--- src/rtl/dmacnt_pkg.sv ---
package dmacnt_pkg;
  localparam int BYTE_W = 8;
  localparam int SEL_W  = 2;
  localparam int DMA_FLAG_BIT = 7;

  typedef enum logic [SEL_W-1:0] {
    SEL_LO   = 2'd0,
    SEL_MID  = 2'd1,
    SEL_HI   = 2'd2,
    SEL_NONE = 2'd3
  } cnt_sel_e;
endpackage

--- src/rtl/dmacnt_split.sv ---
// Splits an accepted 16-bit word into two bytes, high byte first.
module dmacnt_split
  import dmacnt_pkg::*;
(
  input  logic              clk,
  input  logic              rst_n,
  input  logic              soft_rst_i,
  input  logic              in_valid_i,
  input  logic              in_wide_i,
  input  logic [15:0]       in_data_i,
  input  logic              take_i,      // current byte consumed this cycle
  output logic              cur_valid_o,
  output logic [BYTE_W-1:0] cur_byte_o,
  output logic              busy_o       // low half still held
);
  logic              pend_q;
  logic [BYTE_W-1:0] pend_byte_q;

  always_comb begin
    if (pend_q) begin
      cur_valid_o = 1'b1;
      cur_byte_o  = pend_byte_q;
    end else begin
      cur_valid_o = in_valid_i;
      cur_byte_o  = in_wide_i ? in_data_i[15:8] : in_data_i[7:0];
    end
  end

  assign busy_o = pend_q;

  always_ff @(posedge clk or negedge rst_n) begin
    if (!rst_n) begin
      pend_q      <= 1'b0;
      pend_byte_q <= '0;
    end else if (soft_rst_i) begin
      pend_q      <= 1'b0;
      pend_byte_q <= '0;
    end else if (pend_q) begin
      if (take_i) pend_q <= 1'b0;
    end else if (take_i && in_wide_i) begin
      pend_q      <= 1'b1;
      pend_byte_q <= in_data_i[7:0];
    end
  end

  AST_WIDE_HOLDS_LOW: assert property (@(posedge clk) disable iff (!rst_n)
    (!pend_q && take_i && in_valid_i && in_wide_i && !soft_rst_i)
      |=> (pend_q && pend_byte_q == $past(in_data_i[7:0]))) else $error("split");

  AST_HELD_BYTE_STABLE: assert property (@(posedge clk) disable iff (!rst_n)
    (pend_q && !take_i && !soft_rst_i) |=> (pend_q && $stable(pend_byte_q))) else $error("hold");
endmodule

--- src/rtl/dmacnt_core.sv ---
// Start count, current count, terminal-count flag and written-once mark.
module dmacnt_core
  import dmacnt_pkg::*;
#(
  parameter int CNT_W = 24,
  parameter logic [CNT_W-1:0] ZERO_RELOAD = CNT_W'(32'h0001_0000)
)(
  input  logic              clk,
  input  logic              rst_n,
  input  logic              soft_rst_i,
  input  logic              wr_en_i,
  input  logic [SEL_W-1:0]  wr_sel_i,
  input  logic [BYTE_W-1:0] wr_data_i,
  input  logic              load_i,
  input  logic              dec_i,
  input  logic              done_i,
  output logic [CNT_W-1:0]  cnt_o,
  output logic              tc_flag_o,
  output logic              zero_pulse_o,
  output logic              done_pulse_o,
  output logic              hi_written_o
);
  localparam int NB = CNT_W / BYTE_W;

  logic [NB-1:0][BYTE_W-1:0] start_q;
  logic [CNT_W-1:0]          start_flat;
  logic [CNT_W-1:0]          cnt_q;
  logic                      tc_flag_q, zero_q, done_q, hi_wr_q;
  logic                      cnt_wr;

  assign start_flat = start_q;
  assign cnt_wr     = wr_en_i && (wr_sel_i < SEL_W'(NB));

  for (genvar g = 0; g < NB; g++) begin : g_lane
    always_ff @(posedge clk or negedge rst_n) begin
      if (!rst_n)                                    start_q[g] <= '0;
      else if (soft_rst_i)                           start_q[g] <= '0;
      else if (wr_en_i && wr_sel_i == SEL_W'(g))     start_q[g] <= wr_data_i;
    end
  end

  always_ff @(posedge clk or negedge rst_n) begin
    if (!rst_n) begin
      cnt_q     <= '0;
      tc_flag_q <= 1'b0;
      zero_q    <= 1'b0;
      done_q    <= 1'b0;
      hi_wr_q   <= 1'b0;
    end else if (soft_rst_i) begin
      cnt_q     <= '0;
      tc_flag_q <= 1'b0;
      zero_q    <= 1'b0;
      done_q    <= 1'b0;
      hi_wr_q   <= 1'b0;
    end else begin
      if (done_i)                         cnt_q <= '0;
      else if (load_i)                    cnt_q <= (start_flat == '0) ? ZERO_RELOAD : start_flat;
      else if (dec_i && cnt_q != '0)      cnt_q <= cnt_q - CNT_W'(1);

      if (done_i)                         tc_flag_q <= 1'b1;
      else if (cnt_wr)                    tc_flag_q <= 1'b0;

      zero_q  <= dec_i && !done_i && !load_i && (cnt_q == CNT_W'(1));
      done_q  <= done_i;
      if (wr_en_i && wr_sel_i == SEL_W'(NB-1)) hi_wr_q <= 1'b1;
    end
  end

  assign cnt_o        = cnt_q;
  assign tc_flag_o    = tc_flag_q;
  assign zero_pulse_o = zero_q;
  assign done_pulse_o = done_q;
  assign hi_written_o = hi_wr_q;

  AST_IDLE_HOLD: assert property (@(posedge clk) disable iff (!rst_n)
    (!dec_i && !load_i && !done_i && !soft_rst_i) |=> $stable(cnt_q)) else $error("idle");

  AST_FLAG_CLEAR: assert property (@(posedge clk) disable iff (!rst_n)
    (cnt_wr && !done_i && !soft_rst_i) |=> !tc_flag_q) else $error("flag");

  AST_RELOAD: assert property (@(posedge clk) disable iff (!rst_n)
    (load_i && !done_i && !soft_rst_i && start_flat != '0) |=> cnt_q == $past(start_flat)) else $error("reload");

  AST_RELOAD_ZERO: assert property (@(posedge clk) disable iff (!rst_n)
    (load_i && !done_i && !soft_rst_i && start_flat == '0) |=> cnt_q == ZERO_RELOAD) else $error("reload0");

  AST_DEC_ONE: assert property (@(posedge clk) disable iff (!rst_n)
    (dec_i && !load_i && !done_i && !soft_rst_i && cnt_q != '0)
      |=> cnt_q == $past(cnt_q) - CNT_W'(1)) else $error("dec");

  AST_DONE: assert property (@(posedge clk) disable iff (!rst_n)
    (done_i && !soft_rst_i) |=> (cnt_q == '0 && tc_flag_q && done_q)) else $error("done");

  AST_ZERO_PULSE: assert property (@(posedge clk) disable iff (!rst_n)
    zero_q |-> (cnt_q == '0 && $past(cnt_q) == CNT_W'(1))) else $error("zero");
endmodule

--- src/rtl/dma_xfer_counter.sv ---
module dma_xfer_counter
  import dmacnt_pkg::*;
#(
  parameter int CNT_W = 24,
  parameter logic [BYTE_W-1:0] CHIP_ID = 8'h5C,
  parameter logic [CNT_W-1:0]  ZERO_RELOAD = CNT_W'(32'h0001_0000)
)(
  input  logic              clk,
  input  logic              rst_n,
  input  logic              soft_rst_i,
  input  logic              reg_wr_i,
  input  logic [SEL_W-1:0]  reg_wsel_i,
  input  logic [BYTE_W-1:0] reg_wdata_i,
  input  logic [SEL_W-1:0]  reg_rsel_i,
  output logic [BYTE_W-1:0] reg_rdata_o,
  input  logic              cmd_wr_i,
  input  logic [7:0]        cmd_i,
  input  logic              pd_valid_i,
  output logic              pd_ready_o,
  input  logic              pd_wide_i,
  input  logic [15:0]       pd_data_i,
  output logic              byte_valid_o,
  input  logic              byte_ready_i,
  output logic [BYTE_W-1:0] byte_data_o,
  input  logic              dma_done_i,
  output logic              tc_flag_o,
  output logic              cnt_zero_o,
  output logic              dma_done_o
);
  localparam int NB = CNT_W / BYTE_W;

  logic [CNT_W-1:0]  cnt;
  logic              hi_written, cnt_is_zero;
  logic              cur_valid, busy, take, fwd, load;
  logic [BYTE_W-1:0] cur_byte;

  assign cnt_is_zero = (cnt == '0);
  assign take        = cur_valid && (cnt_is_zero || byte_ready_i);
  assign fwd         = cur_valid && !cnt_is_zero && byte_ready_i;
  assign load        = cmd_wr_i && cmd_i[DMA_FLAG_BIT];

  assign pd_ready_o   = !busy && (cnt_is_zero || byte_ready_i);
  assign byte_valid_o = cur_valid && !cnt_is_zero;
  assign byte_data_o  = cur_byte;

  dmacnt_split u_split (
    .clk         (clk),
    .rst_n       (rst_n),
    .soft_rst_i  (soft_rst_i),
    .in_valid_i  (pd_valid_i),
    .in_wide_i   (pd_wide_i),
    .in_data_i   (pd_data_i),
    .take_i      (take),
    .cur_valid_o (cur_valid),
    .cur_byte_o  (cur_byte),
    .busy_o      (busy)
  );

  dmacnt_core #(.CNT_W(CNT_W), .ZERO_RELOAD(ZERO_RELOAD)) u_core (
    .clk          (clk),
    .rst_n        (rst_n),
    .soft_rst_i   (soft_rst_i),
    .wr_en_i      (reg_wr_i),
    .wr_sel_i     (reg_wsel_i),
    .wr_data_i    (reg_wdata_i),
    .load_i       (load),
    .dec_i        (fwd),
    .done_i       (dma_done_i),
    .cnt_o        (cnt),
    .tc_flag_o    (tc_flag_o),
    .zero_pulse_o (cnt_zero_o),
    .done_pulse_o (dma_done_o),
    .hi_written_o (hi_written)
  );

  always_comb begin
    reg_rdata_o = '0;
    for (int i = 0; i < NB; i++)
      if (reg_rsel_i == SEL_W'(i)) reg_rdata_o = cnt[i*BYTE_W +: BYTE_W];
    if (reg_rsel_i == SEL_W'(NB-1) && !hi_written) reg_rdata_o = CHIP_ID;
  end

  AST_NO_TAKE_STALLED: assert property (@(posedge clk) disable iff (!rst_n)
    (!cnt_is_zero && !byte_ready_i && !soft_rst_i && !load && !dma_done_i) |=> $stable(cnt)) else $error("stall");

  AST_SOFT_RESET: assert property (@(posedge clk) disable iff (!rst_n)
    soft_rst_i |=> (cnt == '0 && !tc_flag_o && !hi_written && !busy)) else $error("soft");
endmodule

--- config.mk ---
export PLATFORM = sky130hd
export DESIGN_NAME = dma_xfer_counter
export DESIGN_NICKNAME = d
export VERILOG_FILES = /design/src/rtl/dmacnt_pkg.sv /design/src/rtl/dmacnt_split.sv /design/src/rtl/dmacnt_core.sv /design/src/rtl/dma_xfer_counter.sv
export SDC_FILE = /design/constraint.sdc
export NUM_CORES = 1
export LEC_CHECK = 0
export BUFFER_PORTS_ARGS = -buffer_cell sky130_fd_sc_hd__buf_2
export CORE_MARGIN = 2
export CORE_UTILIZATION = 48
export DETAILED_ROUTE_END_ITERATION = 10
export MAX_ROUTING_LAYER = met4
export PLACE_DENSITY = 0.72
export RECOVER_POWER = 25
export SLEW_MARGIN = 15
export SYNTH_ARGS = -nofsm -noshare
export SYNTH_HDL_FRONTEND = slang
export SYNTH_SLANG_ARGS = --single-unit
--- constraint.sdc ---
create_clock -name clk -period 5.5 [get_ports clk]
set_input_delay 0.275 -clock clk [delete_from_list [all_inputs] [get_ports clk]]
set_output_delay 0.275 -clock clk [all_outputs]
set_load 0.03 [all_outputs]
==> results of run 1 <==
-- how the worst min path moves through the flow --
| stage | endpoint | startpoint | slack, ps |
|---|---|---|---|
| 6_report | u_split.pend_byte_q[3] | pd_data_i[3] | 190 |
| 5_1_grt | u_split.pend_byte_q[5] | pd_data_i[5] | 200 |
| 4_1_cts | u_core.cnt_o[2] | rst_n | 110 |
| 3_5_place_dp | u_core.zero_pulse_o | rst_n | 480 |
| 3_3_place_gp | u_core.hi_written_o | rst_n | 480 |
| 2_1_floorplan | u_core.cnt_o[0] | rst_n | -20 |
-- final cells by class --
cell class	instances	area share (%)
clock buffer	10	3.43
timing repair buffer	62	7.88
inverter	3	0.280
tap	96	2.99
clock inverter	6	2.34
multi-input combinational	285	45.1
sequential	61	38.0
-- metrics by stage --
stage	setup slack, ps	power (uW)	util [%]	area, um^2
5_1_grt	1860	1250	58.5	4020
2_1_floorplan	3510	663	-	3440
6_report	2620	1190	58.5	4020
4_1_cts	2890	1200	58.5	4020
3_5_place_dp	3050	737	55.1	3790
3_3_place_gp	3190	731	55.1	3790
-- per-layer routing --
metal / GRT usage (%) / routed length, um / up-vias
met2: 35.5 / 4160 / 102
li1: - / - / 1441
met3: 5.50 / 468 / 14
met1: 34.8 / 4020 / 1466
met5: - / 0 / -
met4: 8.40 / 174 / 0
-- power by group through the flow --
stage / Clock (uW) / Sequential, uW / Combinational, uW
floorplan: 0 / 491 / 172
global placement: 0 / 497 / 235
detailed placement: 0 / 498 / 240
CTS: 469 / 489 / 241
global route: 494 / 492 / 266
finish: 464 / 490 / 241
-- sequential cells by signal (all words and copies together) (netlist names) --
register	count
u_core.done_pulse_o	1
u_core.zero_pulse_o	1
u_core.start_flat	24
u_core.tc_flag_o	1
u_core.hi_written_o	1
u_split.busy_o	1
u_split.pend_byte_q	8
u_core.cnt_o	24
-- logic make-up (layout without fill, tap and decap cells) --
| group | Yosys count | count (layout) | synth area share, % |
|---|---|---|---|
| AO/OA/AOI/OAI | 75 | 75 | 12.2 |
| XOR/XNOR | 17 | 17 | 4.33 |
| adder cells (fa/ha/maj) | 3 | 3 | 1.09 |
| buffers and inverters | 25 | 81 | 2.98 |
| flip-flops | 61 | 61 | 44.4 |
| multiplexers | 48 | 48 | 14.0 |
| AND/OR/NAND/NOR | 142 | 142 | 21.1 |
-- cells in the final DEF (no fill, tap or decap), types with 4 or more instances in the layout --
cell type,instances
nand3_1,8
buf_2,58
nor2_1,54
a21oi_1,22
nand4_1,7
xnor2_1,8
nand2_1,27
a31oi_1,5
xor2_1,9
nor4_1,11
o21ai_0,34
clkbuf_8,10
nor3_1,7
mux2i_1,48
dfrtp_1,61
o22ai_1,6
and3_1,4
==> run_results.csv, run 1 <==
group,metric,value,unit
pwr,seq_power_share,41.0,%
clocking,cts.sinks,61,
logic_synthesis,synth_fp_nets,419,
pwr,leakagePower,0.00191,uW
place,post-dp-hpwl,6400,um
clocking,postCtsResizedCells,0,
place,dp.cells,507,
setup_path,cp_num_buf_inv,2,
setup_path,worstSetupPathDepth,2,
floorplan,start_util,50.1,%
setup_path,crit_family,"buffers and inverters",
setup_path,endpoint_kind,"asynchronous set/reset pin",
pwr,pwr-share-comb,20.2,%
finish,nFillCells,644,
clocking,post-cts-setup-buffers,0,
clocking,clockBufferDepth,2,
finish,final_cells,523,
global_route,grt_max_degree,62,
pwr,netSwitchingFraction,31.0,%
clocking,clk_latency,350,ps
setup_path,cp_slowest_stage_delay,2240,ps
clocking,cts-root-buf,"clkbuf_8",
logic_synthesis,synth_edf_count,0,
logic_synthesis,synth_cell_types,41,
place,io_buffers,58,
timing,period_share,52.3,%
detailed_routing,firstDrtPassIters,5,
finish,nNetsFinal,470,
detailed_routing,wl_per_cell,16.9,um
timing,hold_viol,0,
floorplan,core,0.00687,mm^2
logic_synthesis,ys_seq_elements,61,
clocking,holdBufCountCts,0,
hold_path,hold_path_class,"primary input to flip-flop",
setup_path,crit_type,"primary input to asynchronous set/reset pin",
timing,fin_crit,2880,ps
timing,rsz0062_at_grt,"false",
detailed_routing,drc,0,
finish,multi_input_area,0.00181,mm^2
setup_path,endpoint,"u_core.cnt_o[7]",
global_route,grt_usage,24.8,%
logic_synthesis,synth_commonest_cells,"dfrtp_1 (61), nor2_1 (55), mux2i_1 (48)",
logic_synthesis,synth-main-ff-cell,"dfrtp_1",
hold_path,min_path_cells,3,
setup_path,r2r_cells,7,
floorplan,pin_count,66,
logic_synthesis,yosysMostFrequentCell,"dfrtp_1",
pwr,internal-power,825,uW
setup_path,crit_chain,"buf_2 > clkbuf_1",
setup_path,arrival,2630,ps
setup_path,r2r-end,"u_split.pend_byte_q[0]",
global_route,grt_pass1_wl,14100,um
global_route,grt_overflow,0,
floorplan,rows,30,
timing,fmax,348,MHz
detailed_routing,drt_iter0_drc,277,
logic_synthesis,synth.area.top_cells,"dfrtp_1 (44%), mux2i_1 (14%), nor2_1 (6.0%)",
floorplan,fp.dieW,88.6,um
pwr,p_per_area,297,mW/mm^2
finish,diodes,0,
finish,seq_area,0.00153,mm^2
pwr,worst_ir_drop_vdd,0.184,mV
setup_path,r2r_start,"u_core.cnt_o[16]",
logic_synthesis,seq_area_frac_synth,44.4,%
timing,worstMarginPinSlew,3190,ps
finish,drive_gt1_share,19.7,%
clocking,path_clk_slew,70,ps
setup_path,cp_max_fo,61,
detailed_routing,drt-total-wl,8820,um
setup_path,critPathSlowestCell,"clkbuf_1",
timing,slew_violations,62,
place,routabilityCongestion,0.901,
floorplan,dieArea,0.00786,mm^2
detailed_routing,vias,3023,
clocking,numCtsBuffers,9,
timing,worst_hold_slack,190,ps
finish,area_growth,16.8,%
outcome,violations,"capacitance limit, slew limit",
pwr,clkPwrFrac,38.8,%
timing,fin_skew,7.16,ps
logic_synthesis,synth_top_area_share,44.4,%
setup_path,r2r_slack,3050,ps
global_route,grt_pass1_vias,2823,
logic_synthesis,synth_top_cell_by_area,"dfrtp_1",
floorplan,dieHeight,88.6,um
setup_path,required,5250,ps
timing,fin_setup_tns,0,ps
clocking,cts.htree.levels,3,
logic_synthesis,synth_area,0.00344,mm^2
logic_synthesis,synth-async-reset-ratio,100,%
logic_synthesis,netlist_instances,371,
detailed_routing,antenna_left,0,
timing,maxSlewHeadroom,-113,%
clocking,cts_tree,"yes",
pwr,switchingPower,370,uW
global_route,antenna_found_initial,0,
outcome,status,"finished, violations left",
timing,setup_viol,0,
setup_path,start_kind,"primary input",
run,cap_violations,1,
logic_synthesis,yosys_warnings,0,
setup_path,startpoint,"rst_n",
detailed_routing,via_per_inst,5.78,
logic_synthesis,synth_area_per_cell,9.27,um^2
Power figures use the tool's default switching activity.
==> run 2: changes to the inputs <==
Clock period 5.5 ns to 2.84 ns, I/O delays scaled along.
==> run_results.csv, run 2 (synthesis gave the netlist of run 1 again) <==
group,metric,value,unit
detailed_routing,drt_iter0_drc,204,
clocking,cts-root-buf,"clkbuf_8",
timing,maxSlewHeadroom,-23.5,%
detailed_routing,drt-total-wl,8650,um
global_route,grt_usage,24.9,%
detailed_routing,via_per_inst,5.69,
setup_path,startpoint,"u_core.cnt_o[16]",
timing,fin_setup_tns,0,ps
finish,area_growth,17.5,%
pwr,p_per_area,564,mW/mm^2
pwr,worst_ir_drop_vdd,0.412,mV
floorplan,start_util,50.1,%
setup_path,critPathSlowestCell,"dfrtp_1",
place,place_ws,498,ps
setup_path,r2r_cells,7,
detailed_routing,drc,0,
global_route,antenna_found_initial,0,
setup_path,crit_chain,"nor4_4 > nor4b_4 > and3_1 > nor2_1 > buf_2",
setup_path,cp_max_fo,8,
timing,period_share,85.2,%
finish,mostFrequentLayoutCells,"dfrtp_1 (61), nor2_1 (55), buf_2 (54)",
setup_path,crit_type,"flip-flop to output port",
timing,setup_slack,420,ps
setup_path,start_kind,"flip-flop",
pwr,seq_power_share,41.6,%
place,routabilityCongestion,0.932,
timing,worstMarginPinSlew,1850,ps
pwr,pwr-share-comb,20.7,%
outcome,violations,"capacitance limit, slew limit",
setup_path,r2r_start,"u_core.cnt_o[16]",
timing,fmax,413,MHz
clocking,cts.sinks,61,
pwr,switchingPower,700,uW
clocking,path_clk_slew,70,ps
setup_path,endpoint_kind,"output port",
timing,fin_crit,2420,ps
detailed_routing,firstDrtPassIters,4,
outcome,status,"finished, violations left",
clocking,numCtsBuffers,9,
clocking,cts.htree.levels,3,
finish,diodes,0,
floorplan,pin_count,66,
run,cap_violations,2,
pwr,netSwitchingFraction,30.7,%
floorplan,dieHeight,88.6,um
clocking,clockBufferDepth,2,
setup_path,endpoint,"byte_valid_o",
global_route,grt_pass1_wl,14400,um
hold_path,hold_path_class,"primary input to flip-flop",
global_route,grt_pass1_vias,2899,
pwr,leakagePower,0.00192,uW
setup_path,r2r-end,"u_split.pend_byte_q[2]",
finish,seq_area,0.00153,mm^2
floorplan,dieArea,0.00786,mm^2
finish,final_common_cell,"dfrtp_1",
timing,setup_viol,0,
finish,multi_input_area,0.00181,mm^2
pwr,clkPwrFrac,37.7,%
finish,nFillCells,601,
place,post-dp-hpwl,6490,um
finish,finalCoreUtilization,58.8,%
global_route,grt_overflow,0,
pwr,internal-power,1580,uW
detailed_routing,wl_per_cell,16.4,um
setup_path,arrival,2280,ps
finish,nNetsFinal,475,
place,io_buffers,58,
timing,rsz0062_at_grt,"false",
floorplan,fp.dieW,88.6,um
timing,slew_violations,75,
setup_path,r2r_slack,450,ps
finish,drive_gt1_share,19.0,%
detailed_routing,antenna_left,0,
clocking,postCtsResizedCells,0,
floorplan,core,0.00687,mm^2
timing,fin_skew,7.31,ps
timing,hold_viol,0,
detailed_routing,vias,3006,
floorplan,rows,30,
setup_path,required,2700,ps
global_route,grt_max_degree,39,
clocking,cts_tree,"yes",
setup_path,cp_slowest_stage_delay,470,ps
clocking,clk_latency,340,ps
==> run 2: changes by cell type in the layout (fill, tap and decap cells not counted), sizes merged <==
cell | previous run | this run
clkbuf | 11 | 15
dlygate4sd3 | 0 | 1
clkinv | 1 | 3
clkinvlp | 1 | 0
inv | 5 | 4
==> run 2: worst min-delay path by stage <==
stage               slack, ps         start                endpoint  cells after the start
floorplan                -150         rst_n         u_core.cnt_o[0]                      0
global placement          270         rst_n     u_core.hi_written_o                      1
detailed placement        270         rst_n     u_core.zero_pulse_o                      1
CTS                        60  pd_data_i[1]  u_split.pend_byte_q[1]                      3
global route               70  pd_data_i[5]  u_split.pend_byte_q[5]                      3
finish                     60  pd_data_i[5]  u_split.pend_byte_q[5]                      3
==> run 2: metal layers <==
metal | wire, um | vias to the layer above | global-route usage, % | share of wire [%]
met5 | 0 | - | - | 0
met4 | 181 | 0 | 8.40 | 2.1
met3 | 493 | 19 | 4.66 | 5.7
met2 | 4000 | 85 | 37.2 | 46
met1 | 3970 | 1460 | 34.2 | 46
li1 | - | 1442 | - | -
==> run 2: timing repair <==
action / in CTS / in global routing
hold buffers: 1 / 0
setup endpoints to repair: 0 / 0
buffers inserted: 0 / 0
endpoints found under the hold margin: 34 / 0
==> run 2: power by group through the flow <==
| stage | Sequential, uW | Clock [uW] | Combinational [uW] |
|---|---|---|---|
| finish | 949 | 859 | 472 |
| global route | 954 | 927 | 521 |
| CTS | 947 | 875 | 475 |
| detailed placement | 964 | 0 | 471 |
| global placement | 962 | 0 | 463 |
| floorplan | 950 | 0 | 334 |
==> run 2: cell type report <==
| type | count | share of cell area, % |
|---|---|---|
| repair buffers | 67 | 8.70 |
| well taps | 96 | 2.97 |
| clock buffers | 10 | 3.16 |
| multi-input cells | 285 | 44.8 |
| flip-flops and latches | 61 | 37.8 |
| clock inverters | 6 | 2.35 |
| inverters | 3 | 0.279 |
==> run 2: stage by stage <==
step                      cell area, um^2  hold slack, ps  std cells  power (uW)
after floorplan                      3440            -154        371        1280
after global placement               3820             268        511        1430
after detailed placement             3820             269        511        1430
after CTS                            4050            57.8        528        2300
after global routing                 4040            69.3        528        2400
final                                4040            62.7        528        2280
==> run 2: critical path: cells and delay by family, from the launching register on <==
kind                   cells  cell delay (ps)
buffers and inverters      1              190
DFF                        1              470
and+or+nand+nor            4             1280
==> run 3: changes to the inputs <==
Settings changed: ABC_AREA set to 1, CTS_BUF_LIST set to sky130_fd_sc_hd__clkbuf_4 sky130_fd_sc_hd__clkbuf_8, PLACE_DENSITY 0.72 to 0.71.
==> run_results.csv, run 3 <==
group,metric,value,unit
setup_path,crit_chain,"nor2_1 > nand2_1 > nor2_2 > nand3_4 > a21oi_1 > buf_2",
outcome,status,"finished, violations left",
floorplan,core,0.00809,mm^2
place,io_buffers,58,
logic_synthesis,synth_top_area_share,38.6,%
floorplan,dieHeight,94.8,um
finish,drive_gt1_share,15.8,%
detailed_routing,drt_iter0_drc,228,
logic_synthesis,netlist_instances,573,
global_route,grt_usage,26.1,%
timing,rsz0062_at_grt,"false",
setup_path,cp_slowest_stage_delay,460,ps
floorplan,pin_count,66,
clocking,postCtsResizedCells,0,
timing,maxSlewHeadroom,-23.8,%
clocking,path_clk_slew,70,ps
global_route,grt_pass1_wl,17600,um
timing,fin_crit,1990,ps
clocking,post-cts-setup-buffers,0,
logic_synthesis,synth_fp_nets,621,
finish,final_common_cell,"nand2_1",
finish,nNetsFinal,678,
pwr,worst_ir_drop_vdd,0.273,mV
floorplan,fp.dieW,94.8,um
detailed_routing,wl_per_cell,14.0,um
finish,diodes,0,
pwr,leakagePower,0.00240,uW
logic_synthesis,synth-main-ff-cell,"dfrtp_1",
hold_path,hold_path_class,"primary input to flip-flop",
timing,worstMarginPinSlew,1860,ps
setup_path,critPathSlowestCell,"dfrtp_1",
place,dp.cells,723,
finish,final_cells,739,
clocking,clk_latency,340,ps
global_route,grt_overflow,0,
place,dpl_cell_area,0.00434,mm^2
logic_synthesis,synth_cell_types,31,
logic_synthesis,synth_area,0.00396,mm^2
detailed_routing,vias,3796,
timing,fin_skew,12.6,ps
timing,fin_setup_tns,0,ps
logic_synthesis,synth_commonest_cells,"nand2_1 (160), inv_1 (79), nor2_1 (62)",
floorplan,start_util,48.9,%
hold_path,hp-start,"dma_done_i",
timing,slew_violations,32,
logic_synthesis,seq_area_frac_synth,38.6,%
outcome,violations,"capacitance limit, slew limit",
clocking,cts-root-buf,"clkbuf_8",
logic_synthesis,yosysMostFrequentCell,"nand2_1",
detailed_routing,antenna_left,0,
setup_path,r2r_start,"u_core.cnt_o[5]",
timing,period_share,70.2,%
setup_path,r2r-end,"u_core.cnt_o[17]",
clocking,cts.htree.levels,3,
logic_synthesis,yosys_warnings,0,
run,cap_violations,1,
logic_synthesis,synth_area_per_cell,6.90,um^2
clocking,numCtsBuffers,9,
place,routabilityCongestion,0.995,
logic_synthesis,ys_seq_elements,61,
floorplan,rows,33,
timing,hold_viol,0,
logic_synthesis,synth_edf_count,0,
detailed_routing,drc,0,
floorplan,dieArea,0.00898,mm^2
finish,mostFrequentLayoutCells,"nand2_1 (160), inv_1 (79), nor2_1 (62)",
pwr,p_per_area,603,mW/mm^2
logic_synthesis,synth.area.top_cells,"dfrtp_1 (39%), nand2_1 (15%), inv_1 (7.5%)",
setup_path,endpoint_kind,"output port",
hold_path,min_path_cells,3,
clocking,holdBufCountCts,1,
hold_path,min_to,"u_core.done_pulse_o",
setup_path,r2r_slack,930,ps
setup_path,arrival,1850,ps
detailed_routing,firstDrtPassIters,4,
clocking,clockBufferDepth,2,
global_route,grt_max_degree,33,
global_route,grt_pass1_vias,3681,
pwr,p_total,2730,uW
setup_path,cp_max_fo,6,
logic_synthesis,synth-async-reset-ratio,100,%
setup_path,r2r_cells,9,
setup_path,crit_type,"flip-flop to output port",
timing,setup_viol,0,
finish,area_growth,14.7,%
setup_path,start_kind,"flip-flop",
place,post-dp-hpwl,7910,um
timing,fmax,502,MHz
detailed_routing,drt-total-wl,10300,um
finish,fin_area,0.00454,mm^2
global_route,antenna_found_initial,0,
logic_synthesis,synth_top_cell_by_area,"dfrtp_1",
setup_path,required,2700,ps
clocking,cts_tree,"yes",
detailed_routing,via_per_inst,5.14,
clocking,cts.sinks,61,
[run 3: worst max-delay path by stage]
stage,start,end,slack (ps),cells after the start
floorplan,u_core.cnt_o[0],pd_ready_o,1240,6
global placement,u_core.cnt_o[0],u_core.cnt_o[22],990,9
detailed placement,u_core.cnt_o[0],u_core.cnt_o[22],970,9
CTS,u_core.cnt_o[19],pd_ready_o,860,6
global route,rst_n,u_core.cnt_o[9],490,2
finish,u_core.cnt_o[19],pd_ready_o,850,6
[run 3: kinds of logic (layout without fill, tap and decap cells)]
group / Yosys count / in the layout / share of synthesized area, %
DFF: 61 / 61 / 38.6
buffers and inverters: 99 / 160 / 10.1
AOI/OAI and AO/OA: 92 / 92 / 13.5
and+or+nand+nor: 309 / 309 / 34.8
xor gates and xnor gates: 7 / 7 / 1.55
muxes: 2 / 2 / 0.569
adders and majority gates: 3 / 3 / 0.949
[run 3: per-stage QoR]
stage	setup slack [ps]	hold slack, ps	util, %
2_1_floorplan	1240	-154	-
5_1_grt	486	48.0	56.1
6_report	847	37.7	56.1
3_3_place_gp	994	266	53.6
4_1_cts	856	31.4	56.2
3_5_place_dp	975	268	53.6
[run 3: routing by layer]
metal / vias to the layer above / wire, um / share of wire [%] / global-route usage, %
li1: 1952 / - / - / -
met3: 11 / 609 / 5.9 / 4.47
met4: 0 / 155 / 1.5 / 8.21
met2: 101 / 4670 / 45 / 41.9
met5: - / 0 / 0 / -
met1: 1732 / 4880 / 47 / 33.7
[run 3: area by class of cell]
class	count	area (um^2)
clock buffers	11	151
well taps	105	131
inverters	81	305
clock inverters	4	47.5
fillers	828	3550
repair buffers	64	344
multi-input cells	413	2030
flip-flops and latches	61	1530
[run 3: report_power, final]
group / switching, uW / internal (uW)
Sequential: 74.6 / 946
Clock: 351 / 445
Combinational: 623 / 294
Total: 1050 / 1690
[run 3: worst max-delay path, delay by kind of cell (launching register included)]
family,cells,cell delay (ps)
simple gates,4,670
buf+inv,1,220
compound gates,1,160
flops,1,460
